--- config.mk ---
export PLATFORM = sky130hd
export DESIGN_NAME = pred_core
export DESIGN_NICKNAME = d
export VERILOG_FILES = /design/src/rtl/pcore_pkg.sv /design/src/rtl/pcore_alu.sv /design/src/rtl/pcore_decode.sv /design/src/rtl/pcore_regfile.sv /design/src/rtl/pred_core.sv
export SDC_FILE = /design/constraint.sdc
export NUM_CORES = 1
export LEC_CHECK = 0
export BUFFER_PORTS_ARGS = -buffer_cell sky130_fd_sc_hd__buf_2
export CORE_MARGIN = 10
export CORE_UTILIZATION = 45
export DETAILED_ROUTE_END_ITERATION = 10
export PLACE_DENSITY = 0.74
export SLEW_MARGIN = 25
export SYNTH_ARGS = -nofsm -noshare
export SYNTH_HDL_FRONTEND = slang
export SYNTH_SLANG_ARGS = --single-unit
--- constraint.sdc ---
create_clock -name clk -period 6.1 [get_ports clk]
set_clock_uncertainty 0.1 [all_clocks]
set_input_delay 0.305 -clock clk [delete_from_list [all_inputs] [get_ports clk]]
set_output_delay 0.305 -clock clk [all_outputs]
set_load 0.02 [all_outputs]
--- src/rtl/pcore_pkg.sv ---
package pcore_pkg;
  timeunit 1ns; timeprecision 1ps;

  localparam int OPC_W  = 4;
  localparam int PRED_W = 3;
  localparam int RIDX_W = 4;
  localparam int NUM_REGS = 7;
  localparam int FLAG_BITS = 3;

  // register slots with architectural meaning
  localparam int SLOT_FLAG = 4;
  localparam int SLOT_PC   = 5;
  localparam logic [RIDX_W-1:0] RIX_FLAG = RIDX_W'(SLOT_FLAG);

  // flag bit positions
  localparam int FLG_GT = 0;
  localparam int FLG_LT = 1;
  localparam int FLG_EQ = 2;

  // operation codes
  localparam logic [OPC_W-1:0] OPC_LDI  = 4'd0;
  localparam logic [OPC_W-1:0] OPC_LDM  = 4'd1;
  localparam logic [OPC_W-1:0] OPC_OUT  = 4'd2;
  localparam logic [OPC_W-1:0] OPC_MOV  = 4'd3;
  localparam logic [OPC_W-1:0] OPC_ADD  = 4'd4;
  localparam logic [OPC_W-1:0] OPC_CMP  = 4'd5;
  localparam logic [OPC_W-1:0] OPC_AND  = 4'd6;
  localparam logic [OPC_W-1:0] OPC_NOT  = 4'd7;
  localparam logic [OPC_W-1:0] OPC_STOP = 4'd15;

  // condition codes
  localparam logic [PRED_W-1:0] CND_NEVER  = 3'd0;
  localparam logic [PRED_W-1:0] CND_NZ     = 3'd1;
  localparam logic [PRED_W-1:0] CND_Z      = 3'd2;
  localparam logic [PRED_W-1:0] CND_GT     = 3'd3;
  localparam logic [PRED_W-1:0] CND_LT     = 3'd4;
  localparam logic [PRED_W-1:0] CND_BAD5   = 3'd5;
  localparam logic [PRED_W-1:0] CND_BAD6   = 3'd6;
  localparam logic [PRED_W-1:0] CND_ALWAYS = 3'd7;

  typedef enum logic [2:0] {
    ST_FETCH, ST_LATCH, ST_EXEC, ST_IMM_REQ, ST_IMM_WR, ST_LD_REQ, ST_LD_WR, ST_STOP
  } cstate_t;

  // latched instruction fields (the unused word bit is not kept)
  typedef struct packed {
    logic [OPC_W-1:0]  opc;
    logic [PRED_W-1:0] cnd;
    logic [RIDX_W-1:0] rt;
    logic [RIDX_W-1:0] rs;
  } ifields_t;
endpackage

--- src/rtl/pcore_alu.sv ---
module pcore_alu
  import pcore_pkg::*;
#(
  parameter int DATA_W = 16
) (
  input  logic [OPC_W-1:0]  opc,
  input  logic [DATA_W-1:0] src,
  input  logic [DATA_W-1:0] tgt,
  output logic [DATA_W-1:0] res
);
  timeunit 1ns; timeprecision 1ps;

  always_comb begin
    res = src;
    case (opc)
      OPC_MOV: res = src;
      OPC_ADD: res = src + tgt;
      OPC_AND: res = src & tgt;
      OPC_NOT: res = ~tgt;
      OPC_CMP: begin
        res = '0;
        res[FLG_EQ] = (src == tgt);
        res[FLG_GT] = (src > tgt);
        res[FLG_LT] = (src < tgt);
      end
      default: res = src;
    endcase
  end
endmodule

--- src/rtl/pcore_decode.sv ---
module pcore_decode
  import pcore_pkg::*;
(
  input  ifields_t             f,
  input  logic [FLAG_BITS-1:0] flg,
  output logic                 cnd_pass,
  output logic                 cnd_bad,
  output logic                 opc_bad,
  output logic                 opc_stop,
  output logic                 idx_bad
);
  timeunit 1ns; timeprecision 1ps;

  localparam logic [RIDX_W-1:0] LAST_IX = RIDX_W'(NUM_REGS - 1);

  logic rs_used;

  always_comb begin
    cnd_bad  = 1'b0;
    cnd_pass = 1'b0;
    case (f.cnd)
      CND_NEVER:  cnd_pass = 1'b0;
      CND_NZ:     cnd_pass = !flg[FLG_EQ];
      CND_Z:      cnd_pass = flg[FLG_EQ];
      CND_GT:     cnd_pass = flg[FLG_GT];
      CND_LT:     cnd_pass = flg[FLG_LT];
      CND_ALWAYS: cnd_pass = 1'b1;
      default:    cnd_bad  = 1'b1;
    endcase
  end

  always_comb begin
    opc_stop = (f.opc == OPC_STOP);
    opc_bad  = f.opc[OPC_W-1] && !opc_stop;
    rs_used  = !(f.opc == OPC_LDI || f.opc == OPC_NOT);
    idx_bad  = (f.rt > LAST_IX) || (rs_used && (f.rs > LAST_IX));
  end
endmodule

--- src/rtl/pcore_regfile.sv ---
module pcore_regfile
  import pcore_pkg::*;
#(
  parameter int DATA_W = 16,
  parameter int NREGS  = NUM_REGS
) (
  input  logic                 clk,
  input  logic                 rst,
  input  logic [RIDX_W-1:0]    rd_a_idx,
  output logic [DATA_W-1:0]    rd_a,
  input  logic [RIDX_W-1:0]    rd_b_idx,
  output logic [DATA_W-1:0]    rd_b,
  input  logic                 wr_en,
  input  logic [RIDX_W-1:0]    wr_idx,
  input  logic [DATA_W-1:0]    wr_data,
  input  logic                 pc_inc,
  output logic [DATA_W-1:0]    pc_q,
  output logic [FLAG_BITS-1:0] flag_q
);
  timeunit 1ns; timeprecision 1ps;

  localparam int SEL_W = $clog2(NREGS);
  localparam logic [RIDX_W-1:0] NREGS_IX = RIDX_W'(NREGS);
  localparam logic [DATA_W-1:0] ONE = DATA_W'(1);

  logic [DATA_W-1:0] q [NREGS];

  // the explicit write comes last so it overrides the counter increment
  always_ff @(posedge clk) begin
    if (rst) begin
      for (int i = 0; i < NREGS; i++) q[i] <= '0;
    end else begin
      if (pc_inc) q[SLOT_PC] <= q[SLOT_PC] + ONE;
      if (wr_en && (wr_idx < NREGS_IX)) q[wr_idx[SEL_W-1:0]] <= wr_data;
    end
  end

  always_comb begin
    rd_a   = (rd_a_idx < NREGS_IX) ? q[rd_a_idx[SEL_W-1:0]] : '0;
    rd_b   = (rd_b_idx < NREGS_IX) ? q[rd_b_idx[SEL_W-1:0]] : '0;
    pc_q   = q[SLOT_PC];
    flag_q = q[SLOT_FLAG][FLAG_BITS-1:0];
  end
endmodule

--- src/rtl/pred_core.sv ---
module pred_core
  import pcore_pkg::*;
#(
  parameter int DATA_W = 16,
  parameter int ADDR_W = 16,
  parameter logic [DATA_W-1:0] OUT_TAG = 16'h4000
) (
  input  logic              clk,
  input  logic              rst,
  output logic              imem_req,
  output logic [ADDR_W-1:0] imem_addr,
  input  logic [DATA_W-1:0] imem_rdata,
  output logic              out_valid,
  output logic [DATA_W-1:0] out_data,
  output logic              halted,
  output logic              illegal
);
  timeunit 1ns; timeprecision 1ps;

  cstate_t state;
  ifields_t ir;

  logic [DATA_W-1:0] tgt_val, src_val, pc_val, alu_res;
  logic [FLAG_BITS-1:0] flg;
  logic cnd_pass, cnd_bad, opc_bad, opc_stop, idx_bad;
  logic in_exec, tag_bad, trap, run;
  logic wr_en, pc_inc;
  logic [RIDX_W-1:0] wr_idx;
  logic [DATA_W-1:0] wr_data;

  pcore_decode u_dec (
    .f        (ir),
    .flg      (flg),
    .cnd_pass (cnd_pass),
    .cnd_bad  (cnd_bad),
    .opc_bad  (opc_bad),
    .opc_stop (opc_stop),
    .idx_bad  (idx_bad)
  );

  pcore_regfile #(.DATA_W(DATA_W), .NREGS(NUM_REGS)) u_rf (
    .clk      (clk),
    .rst      (rst),
    .rd_a_idx (ir.rt),
    .rd_a     (tgt_val),
    .rd_b_idx (ir.rs),
    .rd_b     (src_val),
    .wr_en    (wr_en),
    .wr_idx   (wr_idx),
    .wr_data  (wr_data),
    .pc_inc   (pc_inc),
    .pc_q     (pc_val),
    .flag_q   (flg)
  );

  pcore_alu #(.DATA_W(DATA_W)) u_alu (
    .opc (ir.opc),
    .src (src_val),
    .tgt (tgt_val),
    .res (alu_res)
  );

  // execute-stage qualification
  always_comb begin
    in_exec = (state == ST_EXEC);
    tag_bad = (ir.opc == OPC_OUT) && (tgt_val != OUT_TAG);
    trap    = in_exec && !opc_stop &&
              (opc_bad || cnd_bad || (cnd_pass && (idx_bad || tag_bad)));
    run     = in_exec && !opc_stop && !opc_bad && !cnd_bad && cnd_pass &&
              !idx_bad && !tag_bad;
  end

  // register-file write port
  always_comb begin
    wr_en   = 1'b0;
    wr_idx  = ir.rt;
    wr_data = alu_res;
    if (run) begin
      case (ir.opc)
        OPC_MOV, OPC_ADD, OPC_AND, OPC_NOT: wr_en = 1'b1;
        OPC_CMP: begin
          wr_en  = 1'b1;
          wr_idx = RIX_FLAG;
        end
        default: wr_en = 1'b0;
      endcase
    end
    if (state == ST_IMM_WR || state == ST_LD_WR) begin
      wr_en   = 1'b1;
      wr_data = imem_rdata;
    end
    pc_inc = (state == ST_LATCH) || (state == ST_IMM_WR) ||
             (in_exec && ir.opc == OPC_LDI && !cnd_bad && !cnd_pass);
  end

  // memory port
  always_comb begin
    imem_req  = (state == ST_FETCH) || (state == ST_IMM_REQ) || (state == ST_LD_REQ);
    imem_addr = (state == ST_LD_REQ) ? src_val[ADDR_W-1:0] : pc_val[ADDR_W-1:0];
  end

  always_ff @(posedge clk) begin
    if (rst) begin
      state     <= ST_FETCH;
      ir        <= '0;
      out_valid <= 1'b0;
      out_data  <= '0;
      halted    <= 1'b0;
      illegal   <= 1'b0;
    end else begin
      out_valid <= 1'b0;
      case (state)
        ST_FETCH: state <= ST_LATCH;
        ST_LATCH: begin
          ir.opc <= imem_rdata[15:12];
          ir.cnd <= imem_rdata[11:9];
          ir.rt  <= imem_rdata[7:4];
          ir.rs  <= imem_rdata[3:0];
          state  <= ST_EXEC;
        end
        ST_EXEC: begin
          if (opc_stop) begin
            halted <= 1'b1;
            state  <= ST_STOP;
          end else if (trap) begin
            halted  <= 1'b1;
            illegal <= 1'b1;
            state   <= ST_STOP;
          end else if (run && ir.opc == OPC_LDI) begin
            state <= ST_IMM_REQ;
          end else if (run && ir.opc == OPC_LDM) begin
            state <= ST_LD_REQ;
          end else begin
            if (run && ir.opc == OPC_OUT) begin
              out_valid <= 1'b1;
              out_data  <= src_val;
            end
            state <= ST_FETCH;
          end
        end
        ST_IMM_REQ: state <= ST_IMM_WR;
        ST_IMM_WR:  state <= ST_FETCH;
        ST_LD_REQ:  state <= ST_LD_WR;
        ST_LD_WR:   state <= ST_FETCH;
        default:    state <= ST_STOP;
      endcase
    end
  end
endmodule

Word level (Yosys, flattened, before mapping)
Memories as Yosys holds them, arrays and structs flattened. A register that Yosys moved wholly into a read port is not among the register bits.
Cells that the tools add are included.
{ "word_totals": {"regBits": 37, "ram_bits": 112, "input_bits": 18, "output_inout_bits": 36, "wordCells": 135, "n_memories": 1} }
{ "mem_list": {"columns": ["name", "depth", "width", "read_ports", "rd_clocked_by_memory_dff", "write_ports", "line", "source"], "rows": [
  ["u_rf.q", 7, 16, 4, 2, 7, "pcore_regfile.sv:26", "logic [DATA_W-1:0] q [NREGS];"]
]} }
{ "op_classes": {"addsub": 2, "n_lt_le_gt_ge": 7, "eq_ne": 22, "n_mux": 36, "bitwise": 11, "reduce_logical": 47} }
{ "ops": {"columns": ["op", "count"], "rows": [
  ["2-to-1 mux 16 bit", 6],
  ["case mux 16 bit (4 select lines)", 1],
  ["2-to-1 mux 3 bit", 9],
  ["logical AND 1 bit", 18],
  ["case mux 3 bit (6 select lines)", 1],
  ["adder 16 x 1 -> 16 bit (second input constant)", 1],
  ["adder 16 bit", 1],
  ["bitwise AND 16 bit", 1],
  ["== test 16 bit", 1],
  ["== test 4 x 3 -> 1 bit (second input constant)", 4],
  ["greater-than comparator 16 bit", 1],
  ["less-than comparator 16 bit", 1],
  ["2-to-1 mux 1 bit", 16],
  ["inequality test 16 x 15 -> 1 bit (second input constant)", 1],
  ["inverter 16 bit", 1],
  ["OR reduction 16 bit", 1],
  ["== test 3 bit (second input constant)", 5],
  ["== test 3 x 2 -> 1 bit (second input constant)", 4],
  ["less-than comparator 4 x 3 -> 1 bit (second input constant)", 3],
  ["OR reduction 6 bit", 2],
  ["logical OR 1 bit", 10],
  ["== test 4 x 2 -> 1 bit (second input constant)", 2],
  ["greater-than comparator 4 x 3 -> 1 bit (second input constant)", 2],
  ["2-to-1 mux 4 bit", 2],
  ["other kinds (17)", 31]
]} }

Longest topological paths before layout
{ "logic_depth": {"ltp_word": 18, "mapped_depth": 17} }

By module
From an unflattened synthesis, not the netlist that was laid out.
{ "unflattened": {"cells_unflattened": 1020, "area_unflattened_um2": 11005.6} }
{ "modules_own_cells": {"columns": ["mod", "n_inst", "cells_each", "area_each_um2", "seq_area_each_um2"], "rows": [
  ["pcore_regfile", 1, 499, 7031.7, 3843.7],
  ["pred_core", 1, 237, 2100.8, 740.7],
  ["pcore_alu", 1, 267, 1771.7, 0.0],
  ["pcore_decode", 1, 17, 101.3, 0.0]
]} }

Least setup slack after synthesis
No wires, ideal clock.
{ "synth_path": {"path_type": "reg-to-reg", "start": "register (tool-made name)", "end": "memory u_rf.q[5][14] (data pin)", "setup_ps": 273, "arrival_ps": 4128, "setup_slack_ps": 1599, "path_stages_with_launch": 17, "cell_sequence": "dfxtp_1 > buf_6 > buf_4 > mux4_2 > mux2_2 > nand2_1 > inv_1 > ha_1 > fa_1 > nor2b_1 > o311ai_0 > o21ai_0 > o41ai_1 > o31ai_1 > xor2_1 > a21oi_1 > o21ai_0"} }
{ "synth_rtl": {"columns": ["item", "line"], "rows": [
  ["end, declared", "pcore_regfile.sv:26"]
]} }

==> results.toml <==
[run_status]
status = "completed"

[sta]
final.setup.tns_ns = 0
grt_setup_unrepaired = "no"
max-slew-margin-rel_pct = 30.9
tightestPinTransition_ns = 1.04
hold_ws_ns = 0.0134
maxSlewViolCount = 0
fmax_ghz = 0.194
hold_viol = 0
setup_viol = 0
period_share_pct = 84.7
fin_crit_ns = 5.16

[clocking]
cts_setup_buffers = 0
root_buffer = "clkbuf_16"
holdBufCountCts = 0
cts.htree.levels = 4
cts_resized = 0
numCtsBuffers = 17
cts_tree = "done"
cts.reportedPaths.clkPinSlew_ns = 0.07
clockBufferDepth = 2
clk_latency_ns = 0.44
clock_sinks = 171

[worst_setup_path]
cp_max_fo = 12
critPathSlowestCell = "o41ai_1"
path_cells = "mux4_2 > mux2_2 > nand2_1 > inv_1 > ha_1 > fa_1 > nor2b_1 > o311ai_0 > o21ai_0 > o41ai_1 > o31ai_1 > xor2_1 > a21oi_1 > o21ai_0"
cp-start-kind = "flop"
critPathMaxStageDelay_ns = 0.59
cp-end-kind = "flop"
worstSetupPathType = "reg2reg"
path_common_cell = "o21ai_0"
required_ns = 6.16
critPathArrivalTime_ns = 5.22

[route]
drt-pass1-iter-count = 6
drc = 0
ant_nets = 0
drt-wirelength-per-cell_um = 24.3
via_per_inst = 6.25
drt_iter0_markers = 1325
drt-total-wl_mm = 34.3
vias = 8837

[power]
p_seq_share_pct = 43.7
ir_drop_mv = 0.197
netSwitchingFraction_pct = 32.8
p_clk_share_pct = 33.2
p_comb_share_pct = 23.1
powerDensity_nw_per_um2 = 263
switching_power_w = 0.00103
p_leak_nw = 4.48
power.internal_w = 0.00211

[logic_synthesis]
synth-seq-area-share_pct = 43.7
synth_top_area_share_pct = 35.7
synth_cell_type_count = 74
synth_edf_count = 128
synth-seq-cells = 171
syn_area_per_cell_um2 = 10.3
synth_area_leaders = "edfxtp_1 (36%), mux4_2 (13%), dfxtp_1 (8.0%), nor2_1 (5.3%), ha_1 (3.8%)"
postSynth.asyncResetShare_pct = 0
synth_cells = 1041
synth_area_um2 = 10800
ys_warn_count = 0
ys.flop_type = "edfxtp_1"
synth_top_cell_by_area = "edfxtp_1"

[finish]
final_nets = 1133
n_fill_cell = 2111
final_common_cell = "nor2_1"
multiInputGateArea_um2 = 5640
syn_to_final_growth_pct = 10.8
drive_above_1_share_pct = 18.1
final_cell_mix = "nor2_1 (149), edfxtp_1 (128), nand2_1 (102), mux4_2 (63), a21oi_1 (60)"
seq_area_um2 = 4710

[die]
die_w_um = 175
ios = 54
rows = 56
die_area_um2 = 30500
die_height_um = 175
initial_utilization_pct = 45.7
core_um2 = 23500

[place]
place_congestion = 0.999
dp_hpwl_mm = 25.0
numPortBuffers = 53

[global_routing]
grt_pass1_vias = 8525
gr-total-overflow = 0
antenna_found_initial = 1
grt_pass1_wl_mm = 52.1
grt_max_degree = 49
grt_usage_pct = 22.1

[min_path]
hold_class = "in2reg"

[run]
maxCapViolCount = 0
## state kept, by name (all words and copies together), names as in the netlist, named ones only
name and cells:
illegal 1, ir 15, halted 1, out_data 16
u_rf.q 128, state 3, out_valid 1
## logic make-up (layout without fill, tap and decap cells)
kind of cell / Yosys count / in the layout / synth area share [%]
AND/OR/NAND/NOR: 395 / 395 / 17.0
AO/OA/AOI/OAI: 192 / 192 / 11.4
other: 1 / 17 / 0.0348
multiplexers: 105 / 105 / 17.4
buffers and inverters: 120 / 158 / 4.54
flip-flops: 171 / 171 / 43.7
adder cells (fa/ha/maj): 34 / 34 / 4.02
XOR/XNOR: 23 / 23 / 1.87
## cell usage after synthesis, types with 4 or more instances
library cell	number
nor2_1	151
edfxtp_1	128
nand2_1	102
mux4_2	63
a21oi_1	60
clkbuf_1	52
inv_1	46
dfxtp_1	43
o21ai_0	43
mux2i_1	36
ha_1	33
nand3_1	31
nor3_1	28
o31ai_1	21
xnor2_1	15
buf_2	13
nand2b_1	13
nor2b_1	12
o211ai_1	10
or3_1	9
xor2_1	8
nand4_1	7
a211oi_1	6
a31oi_1	6
and3_1	6
buf_1	5
nand3b_1	5
nor3b_1	5
o21a_1	5
mux2_2	4
nor4_1	4
nor4b_1	4
or2_2	4
## stage by stage
step | setup slack, ns | instance area (um2) | utilization [%] | std cells | total power (W)
global placement | 1.21 | 11400 | 48.3 | 1381 | 0.00208
floorplan | 1.60 | 10800 | - | 1056 | 0.00187
CTS | 1.08 | 11900 | 50.6 | 1413 | 0.00311
finish | 0.936 | 11900 | 50.7 | 1414 | 0.00313
detailed placement | 1.05 | 11400 | 48.3 | 1381 | 0.00209
global route | 0.634 | 11900 | 50.7 | 1413 | 0.00324
## final timing paths
check,startpoint,slack [ns],depth (start not counted),to
worst max-delay path,flop,0.94,14,u_rf.q[5][14]
worst max register to register,flop,0.94,14,u_rf.q[5][14]
worst min-delay path,imem_rdata[11],0.01,3,ir[10]
worst min register to register,illegal,0.35,2,illegal
## power groups by stage
stage	logic, W	registers, W	clock network [W]
floorplan	0.000525	0.00135	0
global placement	0.000697	0.00139	0
detailed placement	0.000701	0.00139	0
CTS	0.000705	0.00136	0.00104
global route	0.000778	0.00137	0.00109
finish	0.000725	0.00137	0.00104
## metal layers
layer | part of all wire [%] | vias to the layer above | GRT usage (%)
met2 | 47 | 553 | 34.9
met4 | 4.6 | 0 | 10.7
li1 | - | 3899 | -
met5 | 0 | - | 0
met1 | 38 | 4283 | 28.0
met3 | 10 | 102 | 5.24
## worst max-delay path, delay by kind of cell (launching register included)
kind / cells / cell delay, ns
flops: 1 / 0.58
compound gates: 6 / 2.19
simple gates: 2 / 0.26
mux: 2 / 0.85
xor+xnor: 1 / 0.17
buf+inv: 1 / 0.07
fa+ha+maj: 2 / 0.65
## layout make-up
class	count	share of cell area, %
clock inverter	15	0.975
antenna	1	0.0210
clock buffer	17	3.57
sequential	171	39.5
inverter	46	1.45
timing repair buffer	80	3.92
tap	319	3.35
multi-input combinational	765	47.3
Power figures use the tool's default switching activity.
